===== config.mk =====
export PLATFORM = sky130hd
export DESIGN_NAME = attr_stream_proc
export DESIGN_NICKNAME = d
export VERILOG_FILES = /design/src/rtl/attr_stream_proc.sv
export SDC_FILE = /design/constraint.sdc
export NUM_CORES = 1
export LEC_CHECK = 0
export ABC_AREA = 1
export BUFFER_PORTS_ARGS = -buffer_cell sky130_fd_sc_hd__buf_2
export CAP_MARGIN = 20
export CORE_UTILIZATION = 40
export CTS_BUF_LIST = sky130_fd_sc_hd__clkbuf_16
export DETAILED_ROUTE_END_ITERATION = 16
export REMOVE_ABC_BUFFERS = 1
export SLEW_MARGIN = 20
export SYNTH_ARGS = -nofsm -noshare
export SYNTH_HDL_FRONTEND = slang
export SYNTH_SLANG_ARGS = --single-unit

===== constraint.sdc =====
create_clock -name clk -period 4.1 [get_ports clk]
set_input_delay 0.82 -clock clk [delete_from_list [all_inputs] [get_ports clk]]
set_output_delay 0.82 -clock clk [all_outputs]
set_load 0.02 [all_outputs]

===== src/rtl/attr_stream_proc.sv =====
module attr_stream_proc #(
  parameter int CODE_W     = 8,
  parameter int ATTR_W     = 12,
  parameter int WIDE_LEN   = 132,
  parameter int NARROW_LEN = 96,
  localparam int WORD_W    = 2 * CODE_W,
  localparam int IDX_W     = $clog2(WIDE_LEN + 1)
) (
  input  logic              clk,
  input  logic              rst_n,
  input  logic              row_start,
  input  logic [CODE_W-1:0] cfg_flag,
  input  logic              cfg_invis,
  input  logic              cfg_swap,
  input  logic              cfg_show_hidden,
  input  logic              cfg_narrow,
  input  logic              in_valid,
  output logic              in_ready,
  input  logic [WORD_W-1:0] in_word,
  input  logic              in_text,
  output logic              wr_en,
  output logic [IDX_W-1:0]  wr_addr,
  output logic [CODE_W-1:0] wr_char,
  output logic [ATTR_W-1:0] wr_attr
);

  localparam int IGN_BIT = ATTR_W;
  localparam int LAT_BIT = ATTR_W + 1;

  logic [CODE_W-1:0] q0, q1;
  logic [1:0]        q_cnt;
  logic              armed, flag_seen, pend;
  logic [ATTR_W:0]   latched_a, shot_a;
  logic              shot_v;
  logic [IDX_W-1:0]  idx;

  logic [IDX_W-1:0]  cap;
  logic              full, take, act, is_flag, hidden, ch_go, pop;
  logic [ATTR_W:0]   use_a;
  logic              unused_hi;

  assign cap      = cfg_narrow ? IDX_W'(NARROW_LEN) : IDX_W'(WIDE_LEN);
  assign full     = idx >= cap;
  assign in_ready = pend | (q_cnt == 2'd0 && !full);
  assign take     = in_valid & in_ready;

  assign act      = (q_cnt != 2'd0) & ~pend & ~row_start;
  assign is_flag  = act & (q0 == cfg_flag) & ~armed & ~(cfg_invis & flag_seen);
  assign use_a    = shot_v ? shot_a : latched_a;
  assign hidden   = use_a[IGN_BIT] & ~cfg_show_hidden;
  assign ch_go    = act & ~is_flag & (hidden | ~full);
  assign pop      = ch_go | (is_flag & cfg_invis);

  assign wr_en    = ch_go & ~hidden;
  assign wr_addr  = idx;
  assign wr_char  = q0;
  assign wr_attr  = use_a[ATTR_W-1:0];

  assign unused_hi = ^in_word[WORD_W-1:LAT_BIT+1];

  always_ff @(posedge clk) begin
    if (!rst_n) begin
      q0 <= '0; q1 <= '0; q_cnt <= '0;
      armed <= 1'b0; flag_seen <= 1'b0; pend <= 1'b0;
      latched_a <= '0; shot_a <= '0; shot_v <= 1'b0;
      idx <= '0;
    end else begin
      if (row_start)  idx <= '0;
      else if (wr_en) idx <= idx + 1'b1;

      if (take) begin
        if (pend) begin
          pend <= 1'b0;
          if (in_word[LAT_BIT]) begin
            latched_a <= in_word[ATTR_W:0];
            shot_v    <= 1'b0;
          end else begin
            shot_a <= in_word[ATTR_W:0];
            shot_v <= 1'b1;
          end
        end else if (in_text) begin
          q0        <= cfg_swap ? in_word[WORD_W-1:CODE_W] : in_word[CODE_W-1:0];
          q1        <= cfg_swap ? in_word[CODE_W-1:0] : in_word[WORD_W-1:CODE_W];
          q_cnt     <= 2'd2;
          flag_seen <= 1'b0;
          armed     <= 1'b0;
        end
      end

      if (is_flag) begin
        pend <= 1'b1;
        if (cfg_invis) flag_seen <= 1'b1;
        else           armed     <= 1'b1;
      end

      if (ch_go) shot_v <= 1'b0;

      if (pop) begin
        q0    <= q1;
        q_cnt <= q_cnt - 2'd1;
        armed <= 1'b0;
      end
    end
  end

endmodule



# Word level (Yosys, flattened, before mapping)
# Index checks and enable logic that the tools add are counted.
[classes] mux=25 order_cmp=1 eq_ne=2 n_div=0 shift=0 addsub=2 n_bitwise=25 mul=0 reduce_logical=15
[op_table] operator="$mux 8" n=7
[op_table] operator="$mux 1" n=13
[op_table] operator="$mux 13" n=1
[op_table] operator="$and 1x1->1" n=12
[op_table] operator="$reduce_and 3->1" n=4
[op_table] operator="$not 1->1" n=10
[op_table] operator="$add 8x1->8 const B" n=1
[op_table] operator="$eq 8x8->1" n=1
[op_table] operator="$ge 8x8->1" n=1
[op_table] operator="$mux 2" n=4
[op_table] operator="$reduce_bool 2->1" n=4
[op_table] operator="$reduce_or 2->1" n=3
[op_table] operator="$or 1x1->1" n=3
[op_table] operator="$logic_not 2->1" n=1
[op_table] operator="$ne 2x1->1 const B" n=1
[op_table] operator="$reduce_and 2->1" n=1
[op_table] operator="$sub 2x1->2 const B" n=1
[op_table] operator="$logic_and 1x1->1" n=1
[op_table] operator="$logic_not 1->1" n=1
[totals] latch_bits=0 elab_cells=80 reg_bits=56 mem_bits_rw=0 romBits=0 n_memories=0 output_inout_bits=30

# Longest topological paths before layout
[depth] depth_word=12 mapped_depth=14

# Worst setup path before layout
# OpenSTA, ideal clock, no wires.
[synth_path] path_type="in2out" from="in cfg_narrow" to="out wr_en" path_buffers=1 arrival_time_ns=2.161 path_slack_ns=1.119 required_time_ns=3.280 cell_stages=9 cell_sequence="ha_1 a21oi_1 nand3_1 nand2_2 nand2_4 nor2_8 nand2_2 buf_6 inv_1"
[synth_between] elab_chain_len=6
[synth_lines] element="start: declaration" line="16" rtl="input logic cfg_narrow,"
[synth_lines] element="$mux 8" line="42" rtl="assign cap = cfg_narrow ? IDX_W'(NARROW_LEN) : IDX_W'(WIDE_LEN);"
[synth_lines] element="$ge 8x8->1" line="43" rtl="assign full = idx >= cap;"
[synth_lines] element="$not 1->1" line="51" rtl="assign ch_go = act & ~is_flag & (hidden | ~full);"
[synth_lines] element="$or 1x1->1" line="51"
[synth_lines] element="$and 1x1->1" line="51"
[synth_lines] element="$and 1x1->1" line="54" rtl="assign wr_en = ch_go & ~hidden;"
[synth_lines] element="end: declaration" line="21" rtl="output logic wr_en,"
# Every way passes these cells.

# Final worst setup path
# Ends and elaborated chain as after synthesis.

==> results.toml <==
[cells_and_area]
synthToLayoutAreaGrowth_pct = 17.9
drive_gt1_share_pct = 17.7
final_util_pct = 48.9
fillerInstances = 751
fin_nets = 547
diodes = 0

[sta]
fmax_mhz = 308
fin_crit_ns = 3.24
final-setup-viol-count = 0
tightest_slew_ns = 1.06
post-route-period-util_pct = 79.1
final.setup_skew_ns = 0.00776
finalWorstSetupSlack_ns = 0.855
maxSlewViolCount = 0
hold_viol_final = 0
slew_headroom_pct = 29.4
fin_tns_setup_ns = 0
grt_setup_unrepaired = "false"

[clocking]
clk_pin_slew_worst_paths_ns = 0.07
h-tree-depth = 2
postCtsHoldBufs = 0
root_buffer = "clkbuf_16"
cts_tree = "done"
clk_path_buf_depth = 2
clk_latency_ns = 0.29
cts_buffers = 5
cts.repair.resized = 0
cts.sinks = 56
postCtsSetupBuffers = 0

[floorplan]
die_x_um = 88.7
dieArea_mm2 = 0.00786
start_util_pct = 41.4
die_h_um = 88.7
fp.coreArea_mm2 = 0.00725
num_rows = 31
io_pins = 63

[worst_setup_path]
cp.required_ns = 3.28
worst-r2r-setup-slack_ns = 1.84
rr_worst_depth = 10
rr_startpoint = "wr_addr[2]$_SDFFE_PP0P_"
worstSetupEndpointType = "output port"
crit_path_max_fanout = 11
critical_path_class = "in2out"
arrival_ns = 2.42
cp-start-kind = "primary input"
reg2reg_to = "q1[3]$_SDFFE_PN0P_"

[synth]
yosys.area_share.simple_pct = 30.5
yosysTopAreaCellShare_pct = 37.3
synth_compound_area_share_pct = 16.7
ys_ff_latch = 56
netlist_top_cells_count = "nand2_1, nor2_1, inv_1"
syn_avg_cell_area_um2 = 6.63
synth-adder-area-share_pct = 2.91
netlist_area_mm2 = 0.00301
synthCells = 453
synth_xor_area_share_pct = 2.04
synth.mux.area_fraction_pct = 0
synth_top_family_by_area = "simple AND/OR/NAND/NOR gates"
yosysTopAreaCell = "dfxtp_1"
synth_edf_count = 0
synth_area_leaders = "dfxtp_1, nand2_1, nor2_1, o21ai_0, inv_1"
yosysMostFrequentCell = "nand2_1"
yosysSeqAreaShare_pct = 37.3
ys.flop_type = "dfxtp_1"
ys_types = 27
yosys_warnings = 0
async_reset_ff_share_pct = 0

[route]
drt_drc_violations_left = 0
dr.pass1.iters = 5
drt_wl_total_um = 6840
wl_per_cell_um = 11.3
vias = 2867
avgViaCountPerCell = 4.72
drt_iter0_markers = 146
postRouteAntennaNets = 0

[grt]
first_global_vias = 2350
antenna_found_initial = 0
grt_pass1_wl_um = 11000
grt_max_degree = 46
grt_overflow = 0
grt_use_total_pct = 18.1

[power_and_ir_drop]
power.share.clock_pct = 37.3
peakVddDrop_v = 0.000203
p_leak_nw = 1.72
total_power_w = 0.00133
p_int_w = 0.000944
power_density_mw_per_mm2 = 374
p_switching_w = 0.000382
sw_frac_of_total_pct = 28.8
p_comb_share_pct = 18.7
p_seq_share_pct = 44.1

[placement]
place_ws_ns = 0.846
io_buffer_count = 62
post-dp-hpwl_um = 5070
place_congestion = 0.803

[run]
cap_violations = 0

[min_path]
whs_path_depth = 2
holdPathEnd = "latched_a[1]$_SDFFE_PN0P_"
holdCritPathClass = "reg2reg"
hold_start = "latched_a[1]$_SDFFE_PN0P_"

[run_status]
outcome = "completed"
[how the worst max path moves through the flow]
| stage | slack (ns) | end | from |
|---|---|---|---|
| floorplan | 1.15 | wr_en | cfg_narrow |
| global placement | 0.89 | wr_en | cfg_narrow |
| detailed placement | 0.85 | wr_en | cfg_narrow |
| CTS | 0.85 | wr_en | cfg_narrow |
| global route | 0.70 | wr_en | cfg_narrow |
| finish | 0.86 | wr_en | cfg_narrow |
[power by group through the flow]
stage | registers (W) | clock network [W] | logic, W
final | 0.000584 | 0.000495 | 0.000247
after CTS | 0.000584 | 0.000510 | 0.000249
after detailed placement | 0.000597 | 0 | 0.000248
after global routing | 0.000588 | 0.000522 | 0.000284
after floorplan | 0.000612 | 0 | 0.000148
after global placement | 0.000596 | 0 | 0.000246
[registers in the layout, summed over array words and instances (netlist names)]
| name | count |
|---|---|
| shot_a | 13 |
| pend | 1 |
| flag_seen | 1 |
| wr_char | 8 |
| q1 | 8 |
| wr_addr | 8 |
| q_cnt | 2 |
| latched_a | 13 |
| armed | 1 |
| shot_v | 1 |
[metrics by stage]
step | area (um^2) | instances | hold WS, ns
final | 3540 | 607 | 0.449
after global routing | 3540 | 607 | 0.479
after CTS | 3540 | 607 | 0.451
after detailed placement | 3370 | 599 | 0.439
after global placement | 3370 | 599 | 0.433
after floorplan | 2920 | 436 | 0.424
[cell families after synthesis]
group | count (synthesis)
adder cells (fa/ha/maj) | 7
AND/OR/NAND/NOR | 209
buffers and inverters | 80
AO/OA/AOI/OAI | 94
XOR/XNOR | 7
flip-flops | 56
[metal layers]
layer  part of all wire (%)  up-vias  global-route usage [%]
met5                      0        -                       0
met4                   0.91        0                    4.84
met3                    3.9        5                    2.24
met2                     42       71                    27.6
met1                     53     1255                    26.7
li1                       -     1536                       -
[worst max-delay path, stage by stage]
cell and delay (ns):
buf_2 0.11, ha_1 0.29, a21oi_1 0.27, nand3_1 0.16, nand2_2 0.10, nand2_4 0.06, nor2_8 0.18, nand2_2 0.18
inv_1 0.08, buf_2 0.16
[cell usage in the layout (no fill, tap or decap)]
cell        n
ha_1        7
nand2_2     4
inv_8       1
o21bai_1    1
inv_1      59
nand4_1     1
o21ai_0    55
a21oi_2     2
clkbuf_16   5
buf_4       2
dfxtp_1    56
xor2_1      4
a21oi_1    28
nand3_1    15
clkinv_2    1
inv_2       4
nor2_4      2
nor2_1     82
nor3_1     10
nand2_4     2
bufinv_16   1
nor2_8      2
buf_2      62
xnor2_1     3
nand2_1    88
a211oi_1    8
nand4_4     1
nor3_2      1
or2_1       1
[area by class of cell]
type	count	area (um^2)	area share (%)
Clock inverter	3	46.3	1.31
Tap cell	99	124	3.49
Clock buffer	5	125	3.53
Multi-Input combinational cell	317	1570	44.2
Timing Repair Buffer	64	325	9.18
Sequential cell	56	1120	31.6
Inverter	63	236	6.67
No activity file was read; power rests on OpenSTA's default activity.
